## config.mk

```make
export PLATFORM = sky130hd
export DESIGN_NAME = thermo_cmd_ctrl
export DESIGN_NICKNAME = d
export VERILOG_FILES = /design/src/rtl/thermo_pkg.sv /design/src/rtl/thermo_op_timer.sv /design/src/rtl/thermo_pad_crc.sv /design/src/rtl/thermo_scratchpad.sv /design/src/rtl/thermo_cmd_ctrl.sv
export SDC_FILE = /design/constraint.sdc
export NUM_CORES = 1
export LEC_CHECK = 0
export BUFFER_PORTS_ARGS = -buffer_cell sky130_fd_sc_hd__buf_2
export CAP_MARGIN = 20
export CORE_MARGIN = 2
export CORE_UTILIZATION = 55
export DETAILED_ROUTE_END_ITERATION = 12
export PLACE_DENSITY = 0.88
export SYNTH_ARGS = -nofsm -noshare
export SYNTH_HDL_FRONTEND = slang
export SYNTH_SLANG_ARGS = --single-unit
export TNS_END_PERCENT = 1
```

## constraint.sdc

```tcl
create_clock -name clk -period 3.25 [get_ports clk]
set_input_delay 0.325 -clock clk [delete_from_list [all_inputs] [get_ports clk]]
set_output_delay 0.325 -clock clk [all_outputs]
set_load 0.1 [all_outputs]
```

## src/rtl/thermo_pkg.sv

```systemverilog
package thermo_pkg;

  localparam logic [7:0] OPC_CONVERT = 8'h44;
  localparam logic [7:0] OPC_RD_PAD  = 8'hBE;
  localparam logic [7:0] OPC_WR_PAD  = 8'h4E;
  localparam logic [7:0] OPC_COPY    = 8'h48;
  localparam logic [7:0] OPC_RECALL  = 8'hB8;
  localparam logic [7:0] OPC_PWR     = 8'hB4;

  localparam int PAD_BYTES = 9;
  localparam int PAD_DATA  = PAD_BYTES - 1;

  typedef enum logic [2:0] {
    ST_CMD, ST_WRITE, ST_READ, ST_STATUS, ST_POWER, ST_HOLD
  } cmd_state_t;

  typedef enum logic [1:0] {
    OP_IDLE, OP_CONV, OP_COPY, OP_RECALL
  } op_kind_t;

  // clear the bits a coarser resolution leaves undefined
  function automatic logic [15:0] res_mask(input logic [15:0] t, input logic [1:0] res);
    logic [15:0] m;
    m = 16'hFFFF << (2'd3 - res);
    return t & m;
  endfunction

  // signed compare of temperature bits 11:4 against both thresholds
  function automatic logic alarm_hit(input logic [15:0] t, input logic [7:0] th,
                                     input logic [7:0] tl);
    logic signed [7:0] s;
    s = t[11:4];
    return (s <= $signed(tl)) || (s >= $signed(th));
  endfunction

  // one byte through the reflected x^8+x^5+x^4+1 CRC, lsb first
  function automatic logic [7:0] crc8_step(input logic [7:0] crc, input logic [7:0] d);
    logic [7:0] c;
    logic       fb;
    c = crc;
    for (int i = 0; i < 8; i++) begin
      fb = c[0] ^ d[i];
      c  = c >> 1;
      if (fb) c = c ^ 8'h8C;
    end
    return c;
  endfunction

  function automatic logic [7:0] cfg_image(input logic [1:0] res);
    return {1'b0, res, 5'b11111};
  endfunction

endpackage

```

## src/rtl/thermo_op_timer.sv

```systemverilog
module thermo_op_timer
  import thermo_pkg::*;
#(
  parameter int CONV_CYC   = 160,
  parameter int COPY_CYC   = 50,
  parameter int RECALL_CYC = 6
) (
  input  logic     clk,
  input  logic     rst_n,
  input  logic     start,
  input  op_kind_t start_op,
  input  logic [1:0] res,
  output logic     busy,
  output op_kind_t cur_op,
  output logic     fire
);

  localparam int MAX_A  = (CONV_CYC > COPY_CYC) ? CONV_CYC : COPY_CYC;
  localparam int MAX_C  = (MAX_A > RECALL_CYC) ? MAX_A : RECALL_CYC;
  localparam int CW     = $clog2(MAX_C + 1);

  logic [CW-1:0] cnt_q;
  logic [CW-1:0] load_len;
  op_kind_t      op_q;

  always_comb begin
    load_len = '0;
    case (start_op)
      OP_CONV: begin
        case (res)
          2'd0:    load_len = CW'(CONV_CYC / 8);
          2'd1:    load_len = CW'(CONV_CYC / 4);
          2'd2:    load_len = CW'(CONV_CYC / 2);
          default: load_len = CW'(CONV_CYC);
        endcase
      end
      OP_COPY:   load_len = CW'(COPY_CYC);
      OP_RECALL: load_len = CW'(RECALL_CYC);
      default:   load_len = '0;
    endcase
  end

  always_ff @(posedge clk or negedge rst_n) begin
    if (!rst_n) begin
      cnt_q <= '0;
      op_q  <= OP_IDLE;
    end else if (start) begin
      cnt_q <= load_len;
      op_q  <= start_op;
    end else if (cnt_q != '0) begin
      cnt_q <= cnt_q - CW'(1);
      if (cnt_q == CW'(1)) op_q <= OP_IDLE;
    end
  end

  assign busy   = (cnt_q != '0);
  assign fire   = (cnt_q == CW'(1));
  assign cur_op = op_q;

  AST_NO_START_WHILE_BUSY: assert property (@(posedge clk) disable iff (!rst_n)
    busy |-> !start);
  AST_BUSY_NEEDS_START: assert property (@(posedge clk) disable iff (!rst_n)
    $rose(busy) |-> $past(start));
  AST_OP_HELD_WHILE_BUSY: assert property (@(posedge clk) disable iff (!rst_n)
    (busy && $past(busy)) |-> $stable(cur_op));

endmodule

```

## src/rtl/thermo_pad_crc.sv

```systemverilog
module thermo_pad_crc
  import thermo_pkg::*;
#(
  parameter int N_BYTES = PAD_DATA
) (
  input  logic [N_BYTES-1:0][7:0] data,
  output logic [7:0]              crc
);

  always_comb begin
    crc = '0;
    for (int i = 0; i < N_BYTES; i++) crc = crc8_step(crc, data[i]);
  end

endmodule

```

## src/rtl/thermo_scratchpad.sv

```systemverilog
module thermo_scratchpad
  import thermo_pkg::*;
#(
  parameter logic [15:0] TEMP_INIT   = 16'h0550,
  parameter logic [7:0]  NV_TH_INIT  = 8'h4B,
  parameter logic [7:0]  NV_TL_INIT  = 8'h46,
  parameter logic [1:0]  NV_RES_INIT = 2'd3,
  parameter logic [7:0]  RSVD5       = 8'hFF,
  parameter logic [7:0]  RSVD6       = 8'h00,
  parameter logic [7:0]  RSVD7       = 8'h10
) (
  input  logic                     clk,
  input  logic                     rst_n,
  input  logic                     wr_en,
  input  logic [1:0]               wr_sel,
  input  logic [7:0]               wr_data,
  input  logic                     conv_fire,
  input  logic [15:0]              temp_in,
  input  logic                     copy_start,
  input  logic                     recall_fire,
  output logic [PAD_DATA-1:0][7:0] pad_lo,
  output logic [1:0]               res,
  output logic                     alarm
);

  logic [15:0] temp_q;
  logic [7:0]  th_q, tl_q;
  logic [1:0]  res_q;
  logic [7:0]  nv_th_q, nv_tl_q;
  logic [1:0]  nv_res_q;
  logic        alarm_q;
  logic [15:0] temp_masked;

  assign temp_masked = res_mask(temp_in, res_q);

  always_ff @(posedge clk or negedge rst_n) begin
    if (!rst_n) begin
      temp_q  <= TEMP_INIT;
      alarm_q <= 1'b0;
    end else if (conv_fire) begin
      temp_q  <= temp_masked;
      alarm_q <= alarm_hit(temp_masked, th_q, tl_q);
    end
  end

  always_ff @(posedge clk or negedge rst_n) begin
    if (!rst_n) begin
      th_q  <= NV_TH_INIT;
      tl_q  <= NV_TL_INIT;
      res_q <= NV_RES_INIT;
    end else if (recall_fire) begin
      th_q  <= nv_th_q;
      tl_q  <= nv_tl_q;
      res_q <= nv_res_q;
    end else if (wr_en) begin
      case (wr_sel)
        2'd0:    th_q  <= wr_data;
        2'd1:    tl_q  <= wr_data;
        2'd2:    res_q <= wr_data[6:5];
        default: ;
      endcase
    end
  end

  always_ff @(posedge clk or negedge rst_n) begin
    if (!rst_n) begin
      nv_th_q  <= NV_TH_INIT;
      nv_tl_q  <= NV_TL_INIT;
      nv_res_q <= NV_RES_INIT;
    end else if (copy_start) begin
      nv_th_q  <= th_q;
      nv_tl_q  <= tl_q;
      nv_res_q <= res_q;
    end
  end

  assign pad_lo[0] = temp_q[7:0];
  assign pad_lo[1] = temp_q[15:8];
  assign pad_lo[2] = th_q;
  assign pad_lo[3] = tl_q;
  assign pad_lo[4] = cfg_image(res_q);
  assign pad_lo[5] = RSVD5;
  assign pad_lo[6] = RSVD6;
  assign pad_lo[7] = RSVD7;
  assign res       = res_q;
  assign alarm     = alarm_q;

  AST_TEMP_ONLY_ON_CONV: assert property (@(posedge clk) disable iff (!rst_n)
    !$stable(temp_q) |-> $past(conv_fire));
  AST_ALARM_ONLY_ON_CONV: assert property (@(posedge clk) disable iff (!rst_n)
    !$stable(alarm_q) |-> $past(conv_fire));
  AST_NV_ONLY_ON_COPY: assert property (@(posedge clk) disable iff (!rst_n)
    (!$stable(nv_th_q) || !$stable(nv_tl_q) || !$stable(nv_res_q)) |-> $past(copy_start));

endmodule

```

## src/rtl/thermo_cmd_ctrl.sv

```systemverilog
module thermo_cmd_ctrl
  import thermo_pkg::*;
#(
  parameter int          CONV_CYC    = 160,
  parameter int          COPY_CYC    = 50,
  parameter int          RECALL_CYC  = 6,
  parameter logic [7:0]  NV_TH_INIT  = 8'h4B,
  parameter logic [7:0]  NV_TL_INIT  = 8'h46,
  parameter logic [1:0]  NV_RES_INIT = 2'd3,
  parameter logic [7:0]  RSVD6       = 8'h00
) (
  input  logic        clk,
  input  logic        rst_n,
  input  logic        bus_reset,
  input  logic        rx_valid,
  input  logic [7:0]  rx_byte,
  input  logic        rd_req,
  input  logic [15:0] temp_in,
  input  logic        parasite,
  output logic        rd_valid,
  output logic [7:0]  rd_data,
  output logic        rd_is_bit,
  output logic        busy,
  output logic        alarm,
  output logic        wr_partial
);

  localparam int IDX_W = $clog2(PAD_BYTES + 1);

  cmd_state_t state_q, state_nx;
  logic [1:0]       wr_cnt_q;
  logic [IDX_W-1:0] rd_idx_q;
  logic             wr_partial_q;
  logic             rd_valid_q, rd_is_bit_q;
  logic [7:0]       rd_data_q;

  // named internal events
  logic     cmd_fire, data_fire;
  logic     op_start;
  op_kind_t op_kind;
  logic     tmr_busy, tmr_fire;
  op_kind_t tmr_op;
  logic     conv_fire, recall_fire, copy_start;
  logic [1:0] res;

  logic [PAD_DATA-1:0][7:0]  pad_lo;
  logic [PAD_BYTES-1:0][7:0] pad_all;
  logic [7:0]                crc_byte;
  logic [7:0]                pad_pick;

  assign cmd_fire  = rx_valid && !bus_reset && (state_q == ST_CMD);
  assign data_fire = rx_valid && !bus_reset && (state_q == ST_WRITE);

  always_comb begin
    op_start = 1'b0;
    op_kind  = OP_IDLE;
    state_nx = ST_HOLD;
    case (rx_byte)
      OPC_CONVERT: if (!tmr_busy) begin
        op_start = 1'b1;
        op_kind  = OP_CONV;
        state_nx = ST_STATUS;
      end
      OPC_RECALL: if (!tmr_busy) begin
        op_start = 1'b1;
        op_kind  = OP_RECALL;
        state_nx = ST_STATUS;
      end
      OPC_COPY: if (!tmr_busy) begin
        op_start = 1'b1;
        op_kind  = OP_COPY;
      end
      OPC_RD_PAD: state_nx = ST_READ;
      OPC_WR_PAD: state_nx = ST_WRITE;
      OPC_PWR:    state_nx = ST_POWER;
      default:    state_nx = ST_HOLD;
    endcase
    if (!cmd_fire) op_start = 1'b0;
  end

  assign copy_start  = op_start && (op_kind == OP_COPY);
  assign conv_fire   = tmr_fire && (tmr_op == OP_CONV);
  assign recall_fire = tmr_fire && (tmr_op == OP_RECALL);

  thermo_op_timer #(
    .CONV_CYC  (CONV_CYC),
    .COPY_CYC  (COPY_CYC),
    .RECALL_CYC(RECALL_CYC)
  ) u_timer (
    .clk     (clk),
    .rst_n   (rst_n),
    .start   (op_start),
    .start_op(op_kind),
    .res     (res),
    .busy    (tmr_busy),
    .cur_op  (tmr_op),
    .fire    (tmr_fire)
  );

  thermo_scratchpad #(
    .NV_TH_INIT (NV_TH_INIT),
    .NV_TL_INIT (NV_TL_INIT),
    .NV_RES_INIT(NV_RES_INIT),
    .RSVD6      (RSVD6)
  ) u_pad (
    .clk        (clk),
    .rst_n      (rst_n),
    .wr_en      (data_fire),
    .wr_sel     (wr_cnt_q),
    .wr_data    (rx_byte),
    .conv_fire  (conv_fire),
    .temp_in    (temp_in),
    .copy_start (copy_start),
    .recall_fire(recall_fire),
    .pad_lo     (pad_lo),
    .res        (res),
    .alarm      (alarm)
  );

  thermo_pad_crc #(.N_BYTES(PAD_DATA)) u_crc (
    .data(pad_lo),
    .crc (crc_byte)
  );

  assign pad_all  = {crc_byte, pad_lo};
  assign pad_pick = (rd_idx_q < IDX_W'(PAD_BYTES)) ? pad_all[rd_idx_q] : 8'hFF;

  // command / data sequencing
  always_ff @(posedge clk or negedge rst_n) begin
    if (!rst_n) begin
      state_q      <= ST_CMD;
      wr_cnt_q     <= '0;
      wr_partial_q <= 1'b0;
    end else begin
      if (recall_fire) wr_partial_q <= 1'b0;
      if (bus_reset) begin
        state_q <= ST_CMD;
      end else if (cmd_fire) begin
        state_q  <= state_nx;
        wr_cnt_q <= '0;
        if (rx_byte == OPC_WR_PAD) wr_partial_q <= 1'b1;
      end else if (data_fire) begin
        wr_cnt_q <= wr_cnt_q + 2'd1;
        if (wr_cnt_q == 2'd2) begin
          state_q      <= ST_HOLD;
          wr_partial_q <= 1'b0;
        end
      end
    end
  end

  // read answers, one cycle after each request
  always_ff @(posedge clk or negedge rst_n) begin
    if (!rst_n) begin
      rd_idx_q    <= '0;
      rd_valid_q  <= 1'b0;
      rd_data_q   <= 8'hFF;
      rd_is_bit_q <= 1'b0;
    end else begin
      rd_valid_q <= rd_req;
      if (cmd_fire) rd_idx_q <= '0;
      if (rd_req) begin
        rd_is_bit_q <= 1'b0;
        rd_data_q   <= 8'hFF;
        case (state_q)
          ST_READ: begin
            rd_data_q <= pad_pick;
            if (rd_idx_q < IDX_W'(PAD_BYTES) && !bus_reset) rd_idx_q <= rd_idx_q + IDX_W'(1);
          end
          ST_STATUS: begin
            rd_is_bit_q <= 1'b1;
            rd_data_q   <= {7'd0, !tmr_busy};
          end
          ST_POWER: begin
            rd_is_bit_q <= 1'b1;
            rd_data_q   <= {7'd0, !parasite};
          end
          default: ;
        endcase
      end
    end
  end

  assign rd_valid   = rd_valid_q;
  assign rd_data    = rd_data_q;
  assign rd_is_bit  = rd_is_bit_q;
  assign busy       = tmr_busy;
  assign wr_partial = wr_partial_q;

  AST_RD_ANSWERED: assert property (@(posedge clk) disable iff (!rst_n)
    rd_req |=> rd_valid);
  AST_RD_IDX_BOUND: assert property (@(posedge clk) disable iff (!rst_n)
    rd_idx_q <= IDX_W'(PAD_BYTES));
  AST_WR_THREE_BYTES: assert property (@(posedge clk) disable iff (!rst_n)
    (data_fire && wr_cnt_q == 2'd2) |=> (state_q != ST_WRITE));
  AST_PARTIAL_MARKED: assert property (@(posedge clk) disable iff (!rst_n)
    (bus_reset && state_q == ST_WRITE) |=> (wr_partial || $past(recall_fire)));
  AST_UNKNOWN_HOLDS: assert property (@(posedge clk) disable iff (!rst_n)
    (state_q == ST_HOLD && !bus_reset) |=> (state_q == ST_HOLD));

endmodule

```

After elaboration in Yosys (flattened, before gate mapping)

Index checks and enable logic that the tools add are counted.

Bits in registers: 83
Output and inout port bits: 13
Word-level logic and storage cells: 287

Add/sub/neg operators: 4
Order comparisons: 4
Equality and inequality tests: 20
Shift-type cells: 1
Mux-type cells: 110
Bitwise logic cells: 98
Reductions and logical operators: 33

Operators by type and width:

| operator                                                              | count |
|---|---|
| 8-bit 2-to-1 mux                                                      | 74 |
| 2-bit NOT with 3-bit output                                           | 63 |
| 8-bit case mux with 3 select lines                                    | 3 |
| 1-bit XOR                                                             | 33 |
| 8-bit binary-select mux with 4-bit select                             | 1 |
| 8-bit by 7-bit equality test with 1-bit output, second input constant | 3 |
| 8-bit equality test, second input constant                            | 3 |
| 2-bit 2-to-1 mux                                                      | 10 |
| 16-bit AND                                                            | 1 |
| 4-bit 2-to-1 mux                                                      | 4 |
| 16-bit by 2-bit left shift with 16-bit output, first input constant   | 1 |
| 3-bit 2-to-1 mux                                                      | 5 |
| 2-bit nonzero test                                                    | 7 |
| 3-bit case mux with 4 select lines                                    | 1 |
| 2-bit AND reduction                                                   | 6 |
| 1-bit 2-to-1 mux                                                      | 11 |
| 2-bit equality test, second input constant                            | 5 |
| 2-bit by 1-bit equality test with 1-bit output, second input constant | 4 |
| 8-bit by 1-bit equality test with 1-bit output, second input constant | 1 |
| 8-bit greater-or-equal comparator                                     | 1 |
| 8-bit <= comparator                                                   | 1 |
| 8-bit nonzero test                                                    | 1 |
| 8-bit by 1-bit subtractor with 8-bit output, second input constant    | 1 |
| 1-bit logical AND                                                     | 7 |
| 17 further kinds                                                      | 23 |

Depth between registers and ports, before layout

Gate-level depths: netlist (run 1).

Word-level depth: 131
Depth in mapped cells: 12
Depth with buffers taken out: 12

Cells and area by module

From an unflattened synthesis (run 1), not the netlist that was laid out.

Cell total of the unflattened synthesis: 666
Area total of the unflattened synthesis: 7,358.3 µm²

Modules (own cells, without submodules):

| module            | instances | cells each | area an instance (µm²) | seq. area each (µm²) |
|---|---|---|---|---|
| thermo_scratchpad | 1         | 260        | 2,859.0                | 1,353.8 |
| thermo_pad_crc    | 1         | 157        | 2,080.7                | 0.0 |
| thermo_cmd_ctrl   | 1         | 176        | 1,745.4                | 510.5 |
| thermo_op_timer   | 1         | 73         | 673.1                  | 250.2 |

Worst setup path before layout (run 1)

OpenSTA, ideal clock, no wires.

Kind: register to register
Start point: register u_pad.temp_q[8]
End point: register rd_data_q[2] (netlist: rd_data[2])
Library setup time: 85 ps
Data arrival time: 3,122 ps
Setup slack: 43 ps
Stages on the path, launching flop included: 12
Path buffers: 1
Period minus slack after synthesis: 3,207 ps
Cell sequence: dfstp_2 clkbuf_1 xnor3_1 xnor3_1 xnor2_1 xnor2_4 xnor2_2 xnor2_1 mux2i_1 mux2_2 a21oi_1 a21oi_1

Longest elaborated chain between the ends: 81
Elaborated cells on any way between the ends: 134
Those cells by class: mux: 60; bitwise: 74

RTL lines:

| element                                                                          | line                               | source |
|---|---|---|
| start: declaration                                                               | thermo_scratchpad.sv:26            | `logic [15:0] temp_q;` |
| start signal: assignment                                                         | thermo_scratchpad.sv:41            | `temp_q <= temp_masked;` |
| 1-bit XOR *                                                                      | thermo_pkg.sv:42                   | `fb = c[0] ^ d[i];` |
| 8-bit 2-to-1 mux * (3 in series)                                                 | thermo_pkg.sv:44                   | `if (fb) c = c ^ 8'h8C;` |
| 1-bit XOR / 8-bit 2-to-1 mux (equally long branches)                             | thermo_pkg.sv:42, thermo_pkg.sv:44 |  |
| 8-bit 2-to-1 mux * (3 in series)                                                 | thermo_pkg.sv:44                   |  |
| 1-bit XOR (tied with other cells)                                                | thermo_pkg.sv:42                   |  |
| 8-bit 2-to-1 mux *                                                               | thermo_pkg.sv:44                   |  |
| 2-bit NOT with 3-bit output (no line) (tied with other cells)                    | --                                 |  |
| 8-bit 2-to-1 mux * (3 in series)                                                 | thermo_pkg.sv:44                   |  |
| [59 not listed]                                                                  | --                                 |  |
| 2-bit NOT with 3-bit output (no line) / 8-bit 2-to-1 mux (equally long branches) | --                                 |  |
| 8-bit 2-to-1 mux *                                                               | thermo_pkg.sv:44                   |  |
| 2-bit NOT with 3-bit output (no line)                                            | --                                 |  |
| 8-bit 2-to-1 mux *                                                               | thermo_pkg.sv:44                   |  |
| 8-bit binary-select mux with 4-bit select *                                      | thermo_cmd_ctrl.sv:126             | `assign pad_pick = (rd_idx_q < IDX_W'(PAD_BYTES)) ? pad_all[rd_idx_q] : 8'hFF;` |
| 8-bit 2-to-1 mux (not written as such) *                                         | thermo_cmd_ctrl.sv:126             |  |
| 8-bit 2-to-1 mux *                                                               | thermo_cmd_ctrl.sv:126             |  |
| 8-bit case mux with 3 select lines *                                             | thermo_cmd_ctrl.sv:165             | `case (state_q)` |
| end signal: assignment                                                           | thermo_cmd_ctrl.sv:167             | `rd_data_q <= pad_pick;` |
| end signal: assignment                                                           | thermo_cmd_ctrl.sv:172             | `rd_data_q <= {7'd0, !tmr_busy};` |
| end signal: assignment                                                           | thermo_cmd_ctrl.sv:176             | `rd_data_q <= {7'd0, !parasite};` |
| end: declaration                                                                 | thermo_cmd_ctrl.sv:35              | `logic [7:0] rd_data_q;` |

Every way passes the cells marked *. The select of a mux whose other input is x is not followed.
A chain may end at the register's enable or synchronous reset.

Worst setup path in the final report (run 1)

Start point: register u_pad.temp_q[7]
End point: register rd_data_q[3] (netlist: rd_data[3])

Longest elaborated chain between the ends: 82
Elaborated cells on any way between the ends: 135
Those cells by class: mux: 61; bitwise: 74

RTL lines:

| element                                                                          | line |
|---|---|
| 1-bit XOR *                                                                      | thermo_pkg.sv:42 |
| 8-bit 2-to-1 mux *                                                               | thermo_pkg.sv:44 |
| 2-bit NOT with 3-bit output (no line)                                            | -- |
| 8-bit 2-to-1 mux * (3 in series)                                                 | thermo_pkg.sv:44 |
| 1-bit XOR                                                                        | thermo_pkg.sv:42 |
| 8-bit 2-to-1 mux *                                                               | thermo_pkg.sv:44 |
| 2-bit NOT with 3-bit output (no line)                                            | -- |
| 8-bit 2-to-1 mux * (3 in series)                                                 | thermo_pkg.sv:44 |
| [56 not listed]                                                                  | -- |
| 2-bit NOT with 3-bit output (no line) / 8-bit 2-to-1 mux (equally long branches) | -- |
| 8-bit 2-to-1 mux * (7 in series)                                                 | thermo_pkg.sv:44 |
| 2-bit NOT with 3-bit output (no line) / 8-bit 2-to-1 mux (equally long branches) | -- |
| 8-bit 2-to-1 mux *                                                               | thermo_pkg.sv:44 |
| 8-bit binary-select mux with 4-bit select *                                      | thermo_cmd_ctrl.sv:126 |
| 8-bit 2-to-1 mux (not written as such) *                                         | thermo_cmd_ctrl.sv:126 |
| 8-bit 2-to-1 mux *                                                               | thermo_cmd_ctrl.sv:126 |
| 8-bit case mux with 3 select lines *                                             | thermo_cmd_ctrl.sv:165 |

Marks and branches as above.

==> results.ini, run 1 <==
[sta]
slew_viol_final = 0
worst_hold_slack_after_final_layout_ns = 0.141
max_freq_mhz = 293
worst_pin_slew_ns = 1.08
finalWorstPathRequiredPeriod_ns = 3.41
finalSetupViolations = 2
final_layout_setup_total_negative_slack_ns = -0.230
finalWorstSetupSlack_ns = -0.162
relSlewSlack_pct = 28.1
layout_worst_path_cycle_share_pct = 105
hold_viol_final = 0
grt_setup_unrepaired = true
clock-skew-final_ns = 0.0172

[floorplanning]
die_height_um = 108
die_area_um2 = 11700
design.core.area_um2 = 10400
num_io_pins = 43
die_x_um = 108
placementRows = 37
start_util_pct = 57.1

[cts]
tritoncts_clock_tree = built
cts_buffer_depth = 2
htree_num_levels = 3
cts_num_sinks = 83
cts-root-buf = sky130_fd_sc_hd__clkbuf_8
cts-buffers-inserted = 9
cts.clk_slew.worst_paths_ns = 0.09
clk_latency_ns = 0.37

[synthesis]
ys_dominant_reg_cell = sky130_fd_sc_hd__dfrtp_1
synthDistinctLibCells = 56
synth.top_cells.by_area = sky130_fd_sc_hd__dfrtp_1 22%, sky130_fd_sc_hd__dfstp_2 13%, sky130_fd_sc_hd__xnor2_1 7.1%
synth_largest_type_area_fraction_pct = 22.3
yosysTopAreaCell = sky130_fd_sc_hd__dfrtp_1
synth-edff-count = 0
total_nets_after_synthesis = 647
postSynthRegisterBits = 83
yosys_warnings = 0
synth.top_cells.by_count = 53 x sky130_fd_sc_hd__dfrtp_1, 48 x sky130_fd_sc_hd__xnor2_1, 47 x sky130_fd_sc_hd__a21oi_1, 47 x sky130_fd_sc_hd__nand2_1, 47 x sky130_fd_sc_hd__nor2_1
synth.cell_area_um2 = 5950
synthesis.area_per_instance_um2 = 10.1
synth.most_common_cell = sky130_fd_sc_hd__dfrtp_1
synth-seq-area-share_pct = 35.5
synthArstFlopShare_pct = 100
post_synth_inst_count = 592

[setup_path]
r2r_cells = 10
cp_slowest_stage_delay_ns = 0.52
critical_path.reg2reg.endpoint = rd_data[3]
worstSetupPathDepth = 10
critical_path_class = reg -> reg
crit_required_ns = 3.54
timing.critical_path.to = rd_data[3]
worst_r2r_startpoint = u_pad.temp_q[7]
crit_buf_inv = 0
worstPathArrival_ns = 3.70
critical_path.slowest_cell = sky130_fd_sc_hd__xor3_1
category_of_the_worst_setup_path_capture_point = register
crit_start = u_pad.temp_q[7]
critical_path.max_fanout = 5
reg2reg_setup_slack_ns = -0.16
critical_path.cell_chain = xnor3_1 > xnor3_2 > xnor2_2 > xnor2_2 > xor3_1 > and3b_1 > nor3_1 > o211ai_1 > o211ai_1 > a32oi_1
critical_path.top_delay_family = XOR/XNOR gates
cp-start-kind = register

[global_route]
track_usage_pct = 28.3
grt_start_max_net_pins = 84
global_route.overflow_total = 0
grt_pass1_wl_um = 25300
first_global_vias = 5040
antenna_found_initial = 0

[finish]
layout-drive-gt1-share_pct = 28.0
final.fill_count = 713
fin_util_pct = 66.7
final_net_count = 711
number_of_antenna_cells_inserted = 0
final-seq-area_um2 = 2120
flow.area_growth_from_synthesis_pct = 16.7
multi_input_comb_area_um2 = 3850

[routing]
detail_route.drc_violations = 0
post_drt_wl_per_cell_um = 20.8
initialDrtViolationCount = 417
postRouteAntennaNets = 0
drtPass1Iterations = 5
detailed_route_vias_per_instance = 6.32
detail_route.wirelength_um = 16600
num_vias = 5041

[placed_design]
number_of_i_o_port_buffers = 42
dp.final_hpwl_um = 11100
finalWeightedCongestion = 0.983

[outcome]
status = finished, violations left
failing_checks = negative setup slack

[worst_hold_path]
hold_path.class = in -> reg

[job]
timing.max_cap.violations = 0

## repair_timing
item	4_1_cts	5_1_grt
setup endpoints to repair	4	5
resized for setup	14	21
hold endpoints to repair	0	20
hold buffers	0	1
setup buffers	4	9
pin swaps	4	9
## final cells by class
class,count,share of cell area (%)
inverter,30,1.62
multi-input combinational,454,55.4
clock buffer,12,2.09
sequential,83,30.5
clock inverter,4,0.720
tap,136,2.45
timing repair buffer,78,7.28
## cells in the final DEF, fill, tap and decap left out, types with 3 or more instances in the layout
master                      synthesis  routed
sky130_fd_sc_hd__a22oi_1            4       4
sky130_fd_sc_hd__o21a_1             4       4
sky130_fd_sc_hd__mux2_2            17      17
sky130_fd_sc_hd__a21oi_1           47      47
sky130_fd_sc_hd__ha_1              25      25
sky130_fd_sc_hd__buf_4              0      35
sky130_fd_sc_hd__xor2_4             0       3
sky130_fd_sc_hd__o21ai_0           42      42
sky130_fd_sc_hd__nor2_1            47      47
sky130_fd_sc_hd__inv_1             29      29
sky130_fd_sc_hd__xnor3_1           16      10
sky130_fd_sc_hd__or3_1              4       4
sky130_fd_sc_hd__xnor2_4            4       6
sky130_fd_sc_hd__nand3_1           13      13
sky130_fd_sc_hd__buf_2              3      41
sky130_fd_sc_hd__o2bb2ai_1          3       3
sky130_fd_sc_hd__nand2_1           47      47
sky130_fd_sc_hd__xnor2_1           48      33
sky130_fd_sc_hd__clkbuf_8           0      10
sky130_fd_sc_hd__a31oi_1            3       3
sky130_fd_sc_hd__xnor2_2            5      18
sky130_fd_sc_hd__nand2b_1          11      11
sky130_fd_sc_hd__o211ai_1           4       4
sky130_fd_sc_hd__dfstp_2           30      30
sky130_fd_sc_hd__and3_1             6       6
sky130_fd_sc_hd__mux4_2             4       4
sky130_fd_sc_hd__mux2i_1           27      27
sky130_fd_sc_hd__dfrtp_1           53      51
sky130_fd_sc_hd__a21o_1             5       5
sky130_fd_sc_hd__nor3_1             5       5
sky130_fd_sc_hd__nor2b_1            4       4
sky130_fd_sc_hd__nor4b_1            3       3
sky130_fd_sc_hd__xor2_1            18      13
sky130_fd_sc_hd__xnor3_2            3       9
## flip-flops by register name, indices dropped and copies added, names as in the netlist
register        cells
rd_data             8
u_pad.temp_q       16
state_q             3
wr_partial          1
u_pad.res           2
rd_is_bit           1
u_pad.th_q          8
wr_cnt_q            2
u_pad.nv_res_q      2
u_pad.nv_tl_q       8
u_pad.alarm         1
u_timer.cnt_q       8
rd_idx_q            4
rd_valid            1
u_timer.cur_op      2
u_pad.nv_th_q       8
u_pad.tl_q          8
## routing by layer
layer / global-route usage [%] / wire [µm] / vias up
li1: - / - / 2185
met1: 34.6 / 6150 / 2474
met2: 47.8 / 8340 / 299
met3: 5.24 / 1190 / 83
met4: 15.1 / 919 / 0
met5: 0 / 0 / -
## worst min-delay path by stage
stage / startpoint / end / depth (start not counted)
after CTS: rd_req / rd_valid / 1
after global placement: u_pad.alarm / u_pad.alarm / 2
final: rd_req / rd_valid / 1
after floorplan: rst_n / rd_idx_q[0] / 0
after global routing: rd_req / rd_valid / 1
after detailed placement: u_pad.alarm / u_pad.alarm / 2
## metrics by stage
step                      area [µm²]  std cells  setup slack (ns)
after floorplan                 5950        592            0.0431
after global placement          6390        766            0.0519
after detailed placement        6390        766            -0.190
after CTS                       6710        786          0.000808
after global routing            6950        797            -0.271
final                           6950        797            -0.162
## cell families after synthesis
| kind of cell | count (synthesis) | share of synthesized area [%] |
|---|---|---|
| and+or+nand+nor | 154 | 12.2 |
| AOI/OAI and AO/OA | 130 | 12.8 |
| xor gates and xnor gates | 97 | 21.4 |
| DFF | 83 | 35.5 |
| buffers and inverters | 55 | 3.53 |
| muxes | 48 | 9.27 |
| adders and majority gates | 25 | 5.26 |
Power of run 1 is left out: the tool's default activity adds up to more than one toggle a clock period on the data nets, which glitch-free logic cannot reach.
==> run 2, diff against run 1 <==
--- a/config.mk
+++ b/config.mk
@@ -11,6 +11,7 @@
 export CORE_UTILIZATION = 55
 export DETAILED_ROUTE_END_ITERATION = 12
 export PLACE_DENSITY = 0.88
+export REMOVE_ABC_BUFFERS = 1
 export SYNTH_ARGS = -nofsm -noshare
 export SYNTH_HDL_FRONTEND = slang
 export SYNTH_SLANG_ARGS = --single-unit
==> run 2 against run 1 <==
  * The flow still finishes with violations (negative setup slack)
  * Non-clock buffer count up 7
  * Clock skew down 0.0035 ns
  * Register-to-register slack better by 0.15 ns
  * Sequential share of layout area about the same
==> results.ini, run 2 (synthesis results as in run 1) <==
[floorplanning]
start_util_pct = 57.1
design.core.area_um2 = 10400
num_io_pins = 43
die_x_um = 108
die_height_um = 108
placementRows = 37
die_area_um2 = 11700

[setup_path]
critical_path.reg2reg.endpoint = rd_data[3]
critical_path.max_fanout = 7
critical_path_class = reg -> reg
crit_start = u_pad.temp_q[8]
r2r_cells = 10
timing.critical_path.to = rd_data[3]
critical_path.slowest_cell = sky130_fd_sc_hd__dfstp_2
cp_slowest_stage_delay_ns = 0.60
cp-start-kind = register
crit_required_ns = 3.55
category_of_the_worst_setup_path_capture_point = register
worstPathArrival_ns = 3.56
critical_path.cell_chain = xnor2_1 > xnor3_1 > xnor2_2 > buf_4 > xor3_1 > xnor3_2 > or3_4 > a21oi_2 > o21ai_1 > a32oi_1
worst_r2r_startpoint = u_pad.temp_q[8]
reg2reg_setup_slack_ns = -0.01

[placed_design]
dp.final_hpwl_um = 11300
number_of_i_o_port_buffers = 42
finalWeightedCongestion = 0.939
dp_worst_setup_slack_ns = -0.143
placed_cells = 778

[finish]
final_cell_mix = 51 x sky130_fd_sc_hd__dfrtp_1, 47 x sky130_fd_sc_hd__nor2_1, 47 x sky130_fd_sc_hd__nand2_1, 46 x sky130_fd_sc_hd__a21oi_1, 42 x sky130_fd_sc_hd__buf_4
flow.area_growth_from_synthesis_pct = 16.9
number_of_flip_flops_in_the_largest_register = 16
final_net_count = 718
stdcell_count = 804
layout-drive-gt1-share_pct = 28.3
register_with_the_most_flip_flops = u_pad.temp_q
mostFrequentLayoutCell = sky130_fd_sc_hd__dfrtp_1
number_of_antenna_cells_inserted = 0

[cts]
cts.clk_slew.worst_paths_ns = 0.09
cts-buffers-inserted = 9
htree_num_levels = 3
cts-root-buf = sky130_fd_sc_hd__clkbuf_8
tritoncts_clock_tree = built
cts_buffer_depth = 2
cts_num_sinks = 83
clk_latency_ns = 0.37

[outcome]
status = finished, violations left
failing_checks = negative setup slack

[routing]
initialDrtViolationCount = 411
detail_route.wirelength_um = 15500
drtPass1Iterations = 5
detail_route.drc_violations = 0
detailed_route_vias_per_instance = 5.98
num_vias = 4804
post_drt_wl_per_cell_um = 19.2
postRouteAntennaNets = 0

[global_route]
grt_start_max_net_pins = 84
antenna_found_initial = 0
track_usage_pct = 27.4
first_global_vias = 4771
grt_pass1_wl_um = 24400
global_route.overflow_total = 0

[sta]
layout_worst_path_cycle_share_pct = 100
relSlewSlack_pct = 54.0
grt_setup_unrepaired = true
clock-skew-final_ns = 0.0136
worst_pin_slew_ns = 0.684
hold_viol_final = 0
slew_viol_final = 0
finalSetupViolations = 1
max_freq_mhz = 307
finalWorstSetupSlack_ns = -0.0123
finalWorstPathRequiredPeriod_ns = 3.26

[worst_hold_path]
hold_path.class = in -> reg

[job]
timing.max_cap.violations = 0

-- run 2: layout make-up --
class / instances / area, µm²
Sequential cell: 83 / 2120
Clock buffer: 13 / 170
Tap cell: 136 / 170
Multi-Input combinational cell: 454 / 3810
Fill cell: 774 / 3460
Inverter: 30 / 113
Clock inverter: 3 / 20.0
Timing Repair Buffer: 85 / 558
-- run 2: metrics by stage --
stage / hold WS (ns) / cell area [µm²] / TNS, ns / util [%]
floorplan: 0.0294 / 5850 / 0 / -
global placement: 0.457 / 6480 / 0 / 62.3
detailed placement: 0.467 / 6480 / -0.266 / 62.3
CTS: 0.116 / 6740 / 0 / 64.7
global route: 0.115 / 6960 / -0.201 / 66.8
finish: 0.124 / 6960 / -0.0123 / 66.8
-- run 2: worst max-delay path, delay by kind of cell (launching register included) --
family	cells	cell delay [ns]
compound gates	3	0.41
xor+xnor	5	1.67
buf+inv	1	0.16
flops	1	0.60
simple gates	1	0.36
-- run 2: how the worst min path moves through the flow --
| stage | startpoint | cells past startpoint | endpoint | slack [ns] |
|---|---|---|---|---|
| 3_3_place_gp | u_pad.alarm | 2 | u_pad.alarm | 0.46 |
| 4_1_cts | rd_req | 1 | rd_valid | 0.12 |
| 2_1_floorplan | rst_n | 0 | rd_idx_q[0] | 0.03 |
| 3_5_place_dp | rd_is_bit | 1 | rd_is_bit | 0.47 |
| 6_report | rd_req | 1 | rd_valid | 0.12 |
| 5_1_grt | rd_req | 1 | rd_valid | 0.12 |
-- run 2: repair_timing --
| action | CTS | global route |
|---|---|---|
| gates resized for setup | 9 | 25 |
| hold buffers | 0 | 1 |
| pin swaps | 2 | 11 |
| buffers inserted | 1 | 7 |
| setup endpoints to repair | 3 | 6 |
| hold endpoints to repair | 0 | 22 |
-- run 2: layer usage --
layer | vias up | routed length, µm | GRT usage (%)
met4 | 0 | 509 | 11.0
met2 | 208 | 7610 | 46.8
met3 | 44 | 930 | 5.00
li1 | 2204 | - | -
met5 | - | 0 | 0
met1 | 2348 | 6420 | 34.6
Power of run 2 is left out for the same reason.
==> run 3, diff against run 2 <==
--- a/config.mk
+++ b/config.mk
@@ -8,9 +8,9 @@
 export BUFFER_PORTS_ARGS = -buffer_cell sky130_fd_sc_hd__buf_2
 export CAP_MARGIN = 20
 export CORE_MARGIN = 2
-export CORE_UTILIZATION = 55
+export CORE_UTILIZATION = 33
 export DETAILED_ROUTE_END_ITERATION = 12
-export PLACE_DENSITY = 0.88
+export PLACE_DENSITY = 0.62
 export REMOVE_ABC_BUFFERS = 1
 export SYNTH_ARGS = -nofsm -noshare
 export SYNTH_HDL_FRONTEND = slang
==> run 3 against run 2 <==
  * Sequential share of layout area shrank 1.3 points
  * Routed wire length shrank 1.1%
  * Non-clock buffer count grew 6
  * Worst hold slack lost 0.0061 ns
  * Maximum frequency grew 1.0%
  * Critical path depth grew 1
  * Sequential cell count is the same
  * Critical endpoint unchanged
  * Clock-buffer cell count shrank 2
  * The run now ends clean
  * Largest cell class unchanged
  * Critical path type unchanged
  * Register-to-register slack gained 0.03 ns
  * Clock skew shrank 0.0032 ns
==> results.ini, run 3 (synthesis results as in run 1) <==
[placed_design]
finalWeightedCongestion = 0.870
dp.final_hpwl_um = 11500
number_of_i_o_port_buffers = 42
placed_cells = 872
dp_worst_setup_slack_ns = -0.0981

[cts]
cts.clk_slew.worst_paths_ns = 0.07
clk_latency_ns = 0.35
cts-buffers-inserted = 9
cts_num_sinks = 83
cts_buffer_depth = 2
tritoncts_clock_tree = built
cts_hold_buffers = 0
cts-root-buf = sky130_fd_sc_hd__clkbuf_16
htree_num_levels = 3

[sta]
clock-skew-final_ns = 0.0104
finalWorstSetupSlack_ns = 0.0213
hold_viol_final = 0
grt_setup_unrepaired = true
slew_viol_final = 0
layout_worst_path_cycle_share_pct = 99.3
relSlewSlack_pct = 36.1
finalSetupViolations = 0
finalWorstPathRequiredPeriod_ns = 3.23
max_freq_mhz = 310
worst_pin_slew_ns = 0.959

[setup_path]
category_of_the_worst_setup_path_capture_point = register
critical_path.max_fanout = 4
worstPathArrival_ns = 3.50
cp-start-kind = register
r2r_cells = 11
crit_required_ns = 3.52
critical_path.reg2reg.endpoint = rd_data[3]
worst_r2r_startpoint = u_pad.temp_q[4]
reg2reg_setup_slack_ns = 0.02
critical_path_class = reg -> reg

[finish]
number_of_antenna_cells_inserted = 0
final.fill_count = 1704
final_net_count = 724
flow.area_growth_from_synthesis_pct = 22.4
number_of_flip_flops_in_the_largest_register = 16
layout-drive-gt1-share_pct = 29.7
register_with_the_most_flip_flops = u_pad.temp_q
mostFrequentLayoutCell = sky130_fd_sc_hd__dfrtp_1
stdcell_count = 903
final_cell_mix = 49 x sky130_fd_sc_hd__dfrtp_1, 47 x sky130_fd_sc_hd__nor2_1, 47 x sky130_fd_sc_hd__nand2_1, 46 x sky130_fd_sc_hd__a21oi_1, 44 x sky130_fd_sc_hd__buf_4

[outcome]
status = finished, final reports clean

[routing]
drtPass1Iterations = 4
initialDrtViolationCount = 320
detail_route.wirelength_um = 15300
num_vias = 4566
post_drt_wl_per_cell_um = 16.9
detail_route.drc_violations = 0
postRouteAntennaNets = 0
detailed_route_vias_per_instance = 5.06

[floorplanning]
design.core.area_um2 = 17800
placementRows = 49
start_util_pct = 33.4
num_io_pins = 43
die_height_um = 138
die_area_um2 = 19100
die_x_um = 138

[global_route]
first_global_vias = 4446
global_route.overflow_total = 0
track_usage_pct = 16.2
grt_start_max_net_pins = 77
grt_pass1_wl_um = 24600
antenna_found_initial = 1

[job]
timing.max_cap.violations = 0

[worst_hold_path]
hold_path.class = in -> async

run 3: worst max-delay path, stage by stage, from the launching register on:
cell	delay, ns
sky130_fd_sc_hd__dfstp_2	0.54
sky130_fd_sc_hd__xnor3_2	0.37
sky130_fd_sc_hd__xor2_1	0.17
sky130_fd_sc_hd__xnor3_2	0.35
sky130_fd_sc_hd__xnor3_2	0.46
sky130_fd_sc_hd__xnor2_4	0.27
sky130_fd_sc_hd__xor2_2	0.22
sky130_fd_sc_hd__buf_4	0.17
sky130_fd_sc_hd__nand2b_4	0.05
sky130_fd_sc_hd__a211oi_1	0.24
sky130_fd_sc_hd__o21ai_1	0.11
sky130_fd_sc_hd__a32oi_1	0.19
run 3: layer usage:
metal,track usage (%),vias to the layer above,wire (µm)
met1,21.6,2254,7030
met3,2.25,20,458
met4,4.89,2,235
li1,-,2221,-
met5,0,-,13
met2,27.4,69,7560
run 3: worst max path at each step:
stage | from | end | slack [ns] | cells past startpoint
after floorplan | u_pad.temp_q[4] | rd_data[3] | 0.08 | 10
after global placement | u_pad.temp_q[5] | rd_data[3] | -0.04 | 10
after detailed placement | u_pad.temp_q[7] | rd_data[3] | -0.1 | 10
after CTS | u_pad.temp_q[7] | rd_data[2] | -0.0002 | 9
after global routing | u_pad.temp_q[8] | rd_data[3] | -0.11 | 11
final | u_pad.temp_q[4] | rd_data[3] | 0.02 | 11
run 3: final cells by class:
class	instances	area, µm²	area share, %
Multi-Input combinational cell	454	3830	52.6
Sequential cell	83	2120	29.1
Timing Repair Buffer	91	612	8.40
Tap cell	229	287	3.93
Clock buffer	11	243	3.33
Inverter	30	113	1.55
Clock inverter	5	77.6	1.06
run 3: repair_timing:
item / in CTS / in global routing
gates resized for setup: 5 / 37
gates cloned: 0 / 0
pin swaps: 0 / 22
buffers inserted: 0 / 15
setup endpoints to repair: 3 / 5
run 3: metrics by stage:
step	instance area, µm²	hold WS, ns	TNS [ns]	util [%]
2_1_floorplan	5850	0.0294	0	-
5_1_grt	7290	0.144	-0.198	40.8
6_report	7290	0.118	0	40.8
4_1_cts	6970	0.138	-0.000248	39.1
3_5_place_dp	6610	0.470	-0.186	37.0
3_3_place_gp	6610	0.461	-0.0417	37.0
Power of run 3 is left out for the same reason.
